[src/rtl/seqcmd_pkg.sv]
package seqcmd_pkg;
   localparam int unsigned KEY_W      = 15;
   localparam int unsigned PREFIX_LEN = 5;

   typedef logic [KEY_W-1:0] key_t;

   localparam key_t STORE_KEY  = 15'h0FC0;
   localparam key_t RECALL_KEY = 15'h0C63;

   function automatic key_t prefix_at(input int unsigned idx);
      key_t k;
      case (idx)
         0: k = 15'h0E38;
         1: k = 15'h31C7;
         2: k = 15'h03E0;
         3: k = 15'h3C1F;
         default: k = 15'h303F;
      endcase
      return k;
   endfunction
endpackage

[src/rtl/seqcmd_match.sv]
module seqcmd_match
   import seqcmd_pkg::*;
#(
   parameter int unsigned ADDR_W = 15,
   parameter int unsigned STEP_W = 3
) (
   input  logic [ADDR_W-1:0] addr,
   input  logic [STEP_W-1:0] step,
   output logic              hit_step,
   output logic              hit_first,
   output logic              hit_store,
   output logic              hit_recall
);
   logic [PREFIX_LEN-1:0] pfx_hit;

   for (genvar g = 0; g < PREFIX_LEN; g++) begin : g_cmp
      assign pfx_hit[g] = (addr == ADDR_W'(prefix_at(g)));
   end

   always_comb begin
      hit_step = 1'b0;
      for (int i = 0; i < PREFIX_LEN; i++) begin
         if (step == STEP_W'(i)) hit_step = pfx_hit[i];
      end
   end

   assign hit_first  = pfx_hit[0];
   assign hit_store  = (addr == ADDR_W'(STORE_KEY));
   assign hit_recall = (addr == ADDR_W'(RECALL_KEY));

   // support: the two command keys differ, so they can never both match
   always_comb begin
      a_keys_excl_r8: assert (!(hit_store && hit_recall));
   end
endmodule

[src/rtl/seqcmd_track.sv]
module seqcmd_track
   import seqcmd_pkg::*;
#(
   parameter int unsigned STEP_W  = 3,
   parameter bit          REG_OUT = 1'b1
) (
   input  logic              clk,
   input  logic              rst,
   input  logic              busy,
   input  logic              strobe,
   input  logic              is_read,
   input  logic              hit_step,
   input  logic              hit_first,
   input  logic              hit_store,
   input  logic              hit_recall,
   output logic [STEP_W-1:0] step,
   output logic              store_req,
   output logic              recall_req
);
   localparam logic [STEP_W-1:0] LAST = STEP_W'(PREFIX_LEN);

   logic              take;
   logic              at_last;
   logic [STEP_W-1:0] step_nx;
   logic              fire_s;
   logic              fire_r;

   assign take    = strobe & ~busy;
   assign at_last = (step == LAST);

   always_comb begin
      step_nx = step;
      fire_s  = 1'b0;
      fire_r  = 1'b0;
      if (take) begin
         if (!is_read) begin
            step_nx = '0;
         end else if (at_last && hit_store) begin
            fire_s  = 1'b1;
            step_nx = '0;
         end else if (at_last && hit_recall) begin
            fire_r  = 1'b1;
            step_nx = '0;
         end else if (!at_last && hit_step) begin
            step_nx = step + 1'b1;
         end else if (hit_first) begin
            step_nx = STEP_W'(1);
         end else begin
            step_nx = '0;
         end
      end
   end

   always_ff @(posedge clk) begin
      if (rst) step <= '0;
      else     step <= step_nx;
   end

   if (REG_OUT) begin : g_reg_out
      always_ff @(posedge clk) begin
         if (rst) begin
            store_req  <= 1'b0;
            recall_req <= 1'b0;
         end else begin
            store_req  <= fire_s;
            recall_req <= fire_r;
         end
      end

      // a pulse appears only as the detector drops from the last step to idle
      p_cmd_idle_r6: assert property (@(posedge clk) disable iff (rst)
         (store_req || recall_req) |-> (step == '0 && $past(step) == LAST));
   end else begin : g_comb_out
      assign store_req  = fire_s & ~rst;
      assign recall_req = fire_r & ~rst;
   end

   p_excl_r8: assert property (@(posedge clk) disable iff (rst)
      !(store_req && recall_req));
   p_one_store_r8: assert property (@(posedge clk) disable iff (rst)
      store_req |=> !store_req);
   p_one_recall_r8: assert property (@(posedge clk) disable iff (rst)
      recall_req |=> !recall_req);
   p_busy_hold_r7: assert property (@(posedge clk) disable iff (rst)
      busy |=> $stable(step));
   p_gap_hold_r10: assert property (@(posedge clk) disable iff (rst)
      !strobe |=> $stable(step));
   p_write_abort_r3: assert property (@(posedge clk) disable iff (rst)
      (strobe && !busy && !is_read) |=> (step == '0));
   p_range_r4: assert property (@(posedge clk) disable iff (rst)
      step <= LAST);
   p_reset_idle_r9: assert property (@(posedge clk)
      rst |=> (step == '0 && !store_req && !recall_req));
endmodule

[src/rtl/seqcmd_detect.sv]
module seqcmd_detect
   import seqcmd_pkg::*;
#(
   parameter int unsigned ADDR_W  = 15,
   parameter bit          REG_OUT = 1'b1
) (
   input  logic              clk,
   input  logic              rst,
   input  logic              busy,
   input  logic              acc_strobe,
   input  logic              acc_is_read,
   input  logic [ADDR_W-1:0] acc_addr,
   output logic              store_req,
   output logic              recall_req
);
   localparam int unsigned STEP_W = $clog2(PREFIX_LEN + 1);

   if (ADDR_W < 14) begin : g_bad_width
      $error("seqcmd_detect: ADDR_W must be at least 14 to hold every key");
   end

   logic [STEP_W-1:0] step;
   logic hit_step, hit_first, hit_store, hit_recall;

   seqcmd_match #(.ADDR_W(ADDR_W), .STEP_W(STEP_W)) u_match (
      .addr       (acc_addr),
      .step       (step),
      .hit_step   (hit_step),
      .hit_first  (hit_first),
      .hit_store  (hit_store),
      .hit_recall (hit_recall)
   );

   seqcmd_track #(.STEP_W(STEP_W), .REG_OUT(REG_OUT)) u_track (
      .clk        (clk),
      .rst        (rst),
      .busy       (busy),
      .strobe     (acc_strobe),
      .is_read    (acc_is_read),
      .hit_step   (hit_step),
      .hit_first  (hit_first),
      .hit_store  (hit_store),
      .hit_recall (hit_recall),
      .step       (step),
      .store_req  (store_req),
      .recall_req (recall_req)
   );
endmodule

[config.mk]
export PLATFORM = sky130hd
export DESIGN_NAME = seqcmd_detect
export DESIGN_NICKNAME = d
export VERILOG_FILES = /design/src/rtl/seqcmd_pkg.sv /design/src/rtl/seqcmd_match.sv /design/src/rtl/seqcmd_track.sv /design/src/rtl/seqcmd_detect.sv
export SDC_FILE = /design/constraint.sdc
export NUM_CORES = 1
export LEC_CHECK = 0
export BUFFER_PORTS_ARGS = -buffer_cell sky130_fd_sc_hd__buf_2
export CORE_AREA = 2 2 39 41
export DETAILED_ROUTE_END_ITERATION = 10
export DIE_AREA = 0 0 41 43
export PLACE_DENSITY_LB_ADDON = 0.1
export SYNTH_ARGS = -nofsm -noshare
export SYNTH_HDL_FRONTEND = slang
export SYNTH_HIERARCHICAL = 1
export SYNTH_SLANG_ARGS = --single-unit
[constraint.sdc]
create_clock -name clk -period 3 [get_ports clk]
set_clock_uncertainty 0.05 [all_clocks]
set_input_delay 0 -clock clk [delete_from_list [all_inputs] [get_ports clk]]
set_output_delay 0 -clock clk [all_outputs]
set_load 0.005 [all_outputs]
# Yosys cells after proc, flatten, opt, wreduce, memory -nomap -nowiden
# Cells that the tools add are included.
[word_totals] regBits=5 out_inout_bits=2 word_cells=39
[op_classes] add_sub_neg=1 n_eq_ne=12 mux=12 bitwise_logic=4 reduce_logical=7
[ops] cell="15-bit by 12-bit == test with 1-bit output, second input constant" count=3
[ops] cell="15-bit by 14-bit == test with 1-bit output, second input constant" count=3
[ops] cell="15-bit by 10-bit == test with 1-bit output, second input constant" count=1
[ops] cell="3-bit two-way mux" count=4
[ops] cell="1-bit two-way mux" count=8
[ops] cell="3-bit by 2-bit == test with 1-bit output, second input constant" count=2
[ops] cell="3-bit == test, second input constant" count=2
[ops] cell="4-bit OR reduction" count=1
[ops] cell="3-bit by 1-bit adder with 3-bit output, second input constant" count=1
[ops] cell="3-bit by 1-bit == test with 1-bit output, second input constant" count=1
[ops] cell="1-bit logical AND" count=3
[ops] cell="3-bit logical NOT" count=1
[ops] cell="1-bit NOT" count=3
[ops] cell="3-bit OR reduction" count=1
[ops] cell="1-bit AND" count=1
[ops] cell="1-bit logical NOT" count=1

# Depth between registers and ports, before layout
# Gate-level depths: netlist of run 1.
[depth] ltp_word=11 mapped_depth=6 ltp_nobuf=6

# Cells and area by module
# The synthesis of run 1 kept the hierarchy.
[modules_own_cells] module="seqcmd_track" n_inst=1 cells_each=27 area_per_inst_um2=264.0 seq_area_each_um2=100.1
[modules_own_cells] module="seqcmd_match" n_inst=1 cells_each=34 area_per_inst_um2=219.0 seq_area_each_um2=0.0

# Worst setup path before layout of run 1
# OpenSTA, ideal clock, no wires.
[synth_timing] path_type="register to register" startpoint="register u_track.step[1]" endpoint="register u_track.step[0]" setup_ps=88 arrival_time_ps=1961 required_time_ps=2862 setup_slack_ps=901 stages_incl_launch_ff=7 synth_period_minus_slack_ps=2099 path_cell_list="dfxtp_1 -> or4_4 -> or4b_1 -> a211o_1 -> o211ai_2 -> o21ai_2 -> o32ai_2"
[synth_via] elab_chain_cells=11
[synth_lines] element="start: declaration" line_no="seqcmd_track.sv:16" source="output logic [STEP_W-1:0] step,"
[synth_lines] element="start signal: assignment" line_no="seqcmd_track.sv:56" source="else step <= step_nx;"
[synth_lines] element="3-bit logical NOT" line_no="seqcmd_match.sv:23" source="if (step == STEP_W'(i)) hit_step = pfx_hit[i];"
[synth_lines] element="1-bit two-way mux (4 in a row)" line_no="seqcmd_match.sv:23"
[synth_lines] element="1-bit two-way mux *" line_no="seqcmd_match.sv:23"
[synth_lines] element="via hit_step" line_no="seqcmd_detect.sv:23" source="logic hit_step, hit_first, hit_store, hit_recall;"
[synth_lines] element="1-bit logical AND *" line_no="seqcmd_track.sv:44" source="end else if (!at_last && hit_step) begin"
[synth_lines] element="3-bit two-way mux *" line_no="seqcmd_track.sv:44"
[synth_lines] element="3-bit two-way mux *" line_no="seqcmd_track.sv:41" source="end else if (at_last && hit_recall) begin"
[synth_lines] element="3-bit two-way mux *" line_no="seqcmd_track.sv:38" source="end else if (at_last && hit_store) begin"
[synth_lines] element="3-bit two-way mux *" line_no="seqcmd_track.sv:36" source="if (!is_read) begin"
# The timed path passes the listed nets; every way through them passes the cells marked *.
# A chain may end at the register's enable or synchronous reset.

# Worst setup path after layout of run 1
# Same ends and word-level chain as after synthesis.

==> results of run 1 <==
where the power goes:
part / internal [uW] / switching (uW)
clock network: 50.5 / 31.1
registers: 66.6 / 0.000291
logic: 16.2 / 14.5
total: 133 / 45.5
final cells by class:
type | instances | area share [%]
clock buffers | 4 | 4.08
inverters | 3 | 1.75
multi-input cells | 53 | 57.7
flip-flops and latches | 5 | 15.5
well taps | 16 | 3.11
repair buffers | 22 | 17.9
flip-flops by register name, indices dropped and copies added (netlist names):
signal	count
u_track/step	3
u_track/recall_req	1
u_track/store_req	1
synthesized netlist by cell type (all sizes together), types with 2 or more instances:
library cell / count / share of area (%)
nand2b: 3 / 3.9
nand2: 5 / 3.9
nor4: 2 / 2.6
nand3: 2 / 2.1
a31oi: 2 / 2.6
nor3b: 2 / 3.1
nand4: 5 / 6.5
nor4bb: 2 / 4.1
inv: 3 / 2.3
ha: 2 / 5.2
nor2: 9 / 7.0
dfxtp: 5 / 21
or4: 3 / 6.0
stage by stage:
step,hold slack [ps],util (%),cells
global route,107,46.6,103
CTS,67.9,46.6,103
global placement,140,43.9,98
floorplan,22.4,-,61
finish,71.8,46.6,103
detailed placement,138,43.9,98
metal layers:
metal	wire [um]	track usage (%)	vias up
li1	-	-	294
met1	566	23.0	278
met2	583	24.1	19
met3	68	4.71	0
met4	0	4.00	0
met5	0	0	-
critical path: cells and delay by family, from the launching register on:
kind / cells / cell delay, ps
AOI/OAI and AO/OA: 4 / 790
DFF: 1 / 370
and+or+nand+nor: 2 / 960
worst max path at each step:
stage	end	cells past startpoint	start
after floorplan	u_track/step[0]	6	u_track/step[1]
final	u_track/step[0]	6	u_track/step[1]
after global placement	u_track/step[0]	6	u_track/step[1]
after detailed placement	u_track/step[0]	6	u_track/step[1]
after CTS	u_track/step[0]	6	u_track/step[1]
after global routing	u_track/step[0]	6	u_track/step[1]
kinds of logic after synthesis:
group	synth area share [%]
buffers and inverters	2.33
adder cells (fa/ha/maj)	5.18
flip-flops	20.7
AO/OA/AOI/OAI	16.8
AND/OR/NAND/NOR	54.9
==> flow_summary.json, run 1 <==
{
  "status": "finished clean",
  "arrival_ps": 2360,
  "clk_path_buf_depth": 2,
  "cp-end-kind": "flip-flop",
  "fp.coreArea_sq_um": 1380,
  "cap_viol_max_count": 0,
  "ys_seq_elements": 5,
  "ir_worst_vdd_mv": 0.114,
  "yosys_most_used_dff": "dfxtp_1",
  "antenna_found_initial": 0,
  "hold_viol_final": 0,
  "r2r-start": "u_track/step[1]",
  "min_period_ps": 2250,
  "synth_area_sq_um": 483,
  "rr_endpoint": "u_track/step[0]",
  "io_pins": 22,
  "track_usage_pct": 16.4,
  "die_w_um": 41,
  "layout_common_cells": "buf_2, nor2_1, nand4_1, nand2_1, dfxtp_1",
  "worst-r2r-setup-slack_ps": 750,
  "place_ws_ps": 769,
  "rsz0062_at_grt": "no",
  "min-delay-start": "acc_strobe",
  "drive_gt1_share_pct": 36.8,
  "synth_cell_types": 30,
  "synth_nets": 83,
  "path_class": "flip-flop to flip-flop",
  "cts_tree": "yes",
  "startpoint_type": "flip-flop",
  "setup_viol": 0,
  "power.density_nw_per_um2": 277,
  "start_util_pct": 34.9,
  "max_freq_mhz": 444,
  "post-dp-hpwl_um": 983,
  "cts.hold.buffers_added": 1,
  "tightestPinTransition_ps": 576,
  "post-route-period-util_pct": 75.1,
  "postCtsSetupRepairBufs": 0,
  "ys_seq_area_share_pct": 20.7,
  "slew_viol_final": 0,
  "num_rows": 14,
  "wire_per_inst_um": 11.8,
  "clock-sinks": 5,
  "p_leak_uw": 0.000252,
  "area_growth_pct": 33.4,
  "multi_input_area_sq_um": 372,
  "grt_overflow": 0,
  "required_ps": 3110,
  "drtAntennaViolNets": 0,
  "design_area_sq_um": 644,
  "synth_cells": 61,
  "layout_commonest_cell": "buf_2",
  "insertedDiodeCount": 0,
  "finalWorstSetupSlack_ps": 746,
  "path_clk_slew_ps": 50,
  "synth_enable_flop_cells": 0,
  "path_max_fanout": 7,
  "die_area_sq_um": 1760,
  "grt_pass1_vias": 485,
  "finalPower_uw": 179,
  "vias": 591,
  "cts_buffers": 3,
  "setup_tns_ps": 0,
  "relSlewSlack_pct": 61.2,
  "cp_cell_sequence": "or4_4, or4b_1, a211o_1, o211ai_2, o21ai_2, o32ai_2",
  "placed_area_sq_um": 608,
  "post_cts_resized": 0,
  "cts_htree_levels": 1,
  "drc": 0,
  "min_path_type": "input pin to flip-flop",
  "regArea_sq_um": 100,
  "portBuffers": 21,
  "synth.avg_cell_area_sq_um": 7.92,
  "worstHoldPathCells": 4,
  "fp.dieH_um": 43,
  "fillers": 141,
  "critPathSlowestCell": "or4b_1",
  "cts_root_buf": "clkbuf_4",
  "yosysWarnings": 6,
  "drt_iter0_drc": 13,
  "critPathMaxStageDelay_ps": 520,
  "r2r_cells": 6,
  "async_flop_share_pct": 0,
  "grt_pass1_wl_um": 2060,
  "first_pass_iters": 4,
  "wirelength_um": 1220,
  "viasPerCell": 5.74,
  "insertion_delay_ps": 250,
  "grt_max_degree": 9,
  "hold-path-endpoint": "u_track/step[1]",
  "layout.nets": 110,
  "gp_congestion": 0.789
}
(Power assumes the default switching activity.)
==> inputs of run 2 (changes only) <==
==> constraint.sdc (replaced) <==
create_clock -name clk -period 2 [get_ports clk]
set_clock_uncertainty 0.05 [all_clocks]
set_input_delay 0 -clock clk [delete_from_list [all_inputs] [get_ports clk]]
set_output_delay 0 -clock clk [all_outputs]
set_load 0.005 [all_outputs]
==> run 2 against run 1 <==
The flow now finishes with violations (setup timing). First-iteration DRC count increased by 38%. Non-clock buffer count increased by 3. Routed wire length increased by 6.2%. Sequential share of layout area decreased by 0.37 points. Critical path depth unchanged. Combinational power increased by 52%. Global-route usage increased by 1.5 points. Sequential cell count unchanged. Cell area increased by 3.7%. Critical endpoint unchanged. Highest routed layer is now met4.
==> flow_summary.json, run 2 (same netlist as run 1, synthesis figures left out) <==
{
  "arrival_ps": 2120,
  "grt_max_degree": 8,
  "drc": 0,
  "fillers": 146,
  "power.density_nw_per_um2": 403,
  "hold_viol_final": 0,
  "path_max_fanout": 5,
  "io_pins": 22,
  "min_period_ps": 2040,
  "relSlewSlack_pct": 76.3,
  "fp.coreArea_sq_um": 1380,
  "min_path_type": "input pin to flip-flop",
  "reg_top3": "u_track/step (3), u_track/recall_req (1), u_track/store_req (1)",
  "tightestPinTransition_ps": 354,
  "fp.dieH_um": 43,
  "finalPower_uw": 269,
  "placed_area_sq_um": 632,
  "post-route-period-util_pct": 102,
  "start_util_pct": 34.9,
  "grt.met3_usage_pct": 4.71,
  "drive_gt1_share_pct": 40.0,
  "rr_endpoint": "u_track/step[0]",
  "num_rows": 14,
  "clock-sinks": 5,
  "critPathMaxStageDelay_ps": 470,
  "layout_common_cells": "buf_2, nor2_1, nand4_1, nand2_1, dfxtp_1",
  "path_clk_slew_ps": 50,
  "die_w_um": 41,
  "track_usage_pct": 17.9,
  "drtAntennaViolNets": 0,
  "p_leak_uw": 0.000269,
  "multi_input_area_sq_um": 372,
  "cts_tree": "yes",
  "ir_worst_vdd_mv": 0.162,
  "regMostFlops": "u_track/step",
  "area_growth_pct": 38.3,
  "die_area_sq_um": 1760,
  "cts_root_buf": "clkbuf_4",
  "gp_congestion": 0.784,
  "use_met2_pct": 26.6,
  "grt_pass1_vias": 515,
  "grt_pass1_wl_um": 2130,
  "cp-end-kind": "flip-flop",
  "layout_commonest_cell": "buf_2",
  "crit_buf_inv": 0,
  "viasPerCell": 5.44,
  "antenna_found_initial": 0,
  "status": "finished, violations left",
  "max_freq_mhz": 490,
  "layout.nets": 113,
  "cp_cell_sequence": "or4_4, or4b_1, a211o_1, o211ai_2, and3_1, o32ai_2",
  "critPathSlowestCell": "or4b_1",
  "startpoint_type": "flip-flop",
  "grt_busiest_layer": "met2",
  "cts_htree_levels": 1,
  "drt_iter0_drc": 18,
  "grt_overflow": 0,
  "vias": 577,
  "wirelength_um": 1290,
  "insertion_delay_ps": 250,
  "final_util_pct": 48.3,
  "first_pass_iters": 4,
  "portBuffers": 21,
  "slew_viol_final": 0,
  "worstHoldPathCells": 4,
  "required_ps": 2080,
  "wire_per_inst_um": 12.2,
  "path_class": "flip-flop to flip-flop",
  "min-delay-start": "acc_strobe",
  "insertedDiodeCount": 0,
  "whs_ps": 64.6,
  "clk_path_buf_depth": 2,
  "cts_buffers": 3,
  "rsz0062_at_grt": "yes",
  "setup_viol": 1,
  "place_ws_ps": -31.7,
  "crit_family": "simple AND/OR/NAND/NOR gates",
  "post-dp-hpwl_um": 1050,
  "globalRouteMet1Util_pct": 22.2,
  "hold-path-endpoint": "u_track/step[1]",
  "finalWorstSetupSlack_ps": -39.2,
  "design_area_sq_um": 668,
  "largest_reg_flops": 3,
  "worst-r2r-setup-slack_ps": -40,
  "r2r-start": "u_track/step[1]",
  "regArea_sq_um": 101,
  "cap_viol_max_count": 0,
  "failed_checks": "setup timing",
  "r2r_cells": 6
}
-- run 2: cell types whose count changed in the layout (fill, tap and decap cells not counted), sizes merged --
cell  previous run  this run
buf             21        24
-- run 2: where the power goes --
part           leakage [uW]  switching (uW)  internal [uW]
clock network     0.0000150            46.7           75.8
logic              0.000213            21.7           24.9
registers         0.0000408        0.000520           99.9
total              0.000269            68.5            201
-- run 2: through the flow --
step           instances  setup TNS, ps
2_1_floorplan         61              0
6_report             106          -39.2
3_5_place_dp         101          -31.7
3_3_place_gp         101              0
4_1_cts              106          -32.2
5_1_grt              106           -187
-- run 2: layout make-up --
type / instances / area share [%]
clock buffer: 4 / 3.93
inverter: 3 / 1.69
tap: 16 / 3.00
multi-input combinational: 53 / 55.6
timing repair buffer: 25 / 20.6
sequential: 5 / 15.2
-- run 2: worst max path at each step --
stage | startpoint | endpoint | slack (ps) | cells past startpoint
2_1_floorplan | u_track/step[1] | u_track/step[0] | 5 | 6
3_3_place_gp | u_track/step[1] | u_track/step[0] | 2 | 6
3_5_place_dp | u_track/step[1] | u_track/step[0] | -30 | 6
4_1_cts | u_track/step[1] | u_track/step[0] | -30 | 6
5_1_grt | u_track/step[1] | u_track/step[0] | -100 | 6
6_report | u_track/step[1] | u_track/step[0] | -40 | 6
-- run 2: metal layers --
metal  vias to the layer above  wire, um
met4                         0        21
met3                         2        79
met5                         -         0
li1                        301         -
met1                       257       605
met2                        17       586
-- run 2: worst reg2reg max path: stages, from the launching register on --
cell      delay [ps]
dfxtp_2          310
or4_4            410
or4b_1           470
a211o_1          280
o211ai_2         110
and3_1           210
o32ai_2           70
-- run 2: what timing repair did --
item | 4_1_cts | 5_1_grt
buffers inserted | 0 | 0
gates resized for setup | 0 | 0
hold buffers | 1 | 0
hold endpoints to repair | 1 | 0
setup endpoints to repair | 1 | 3
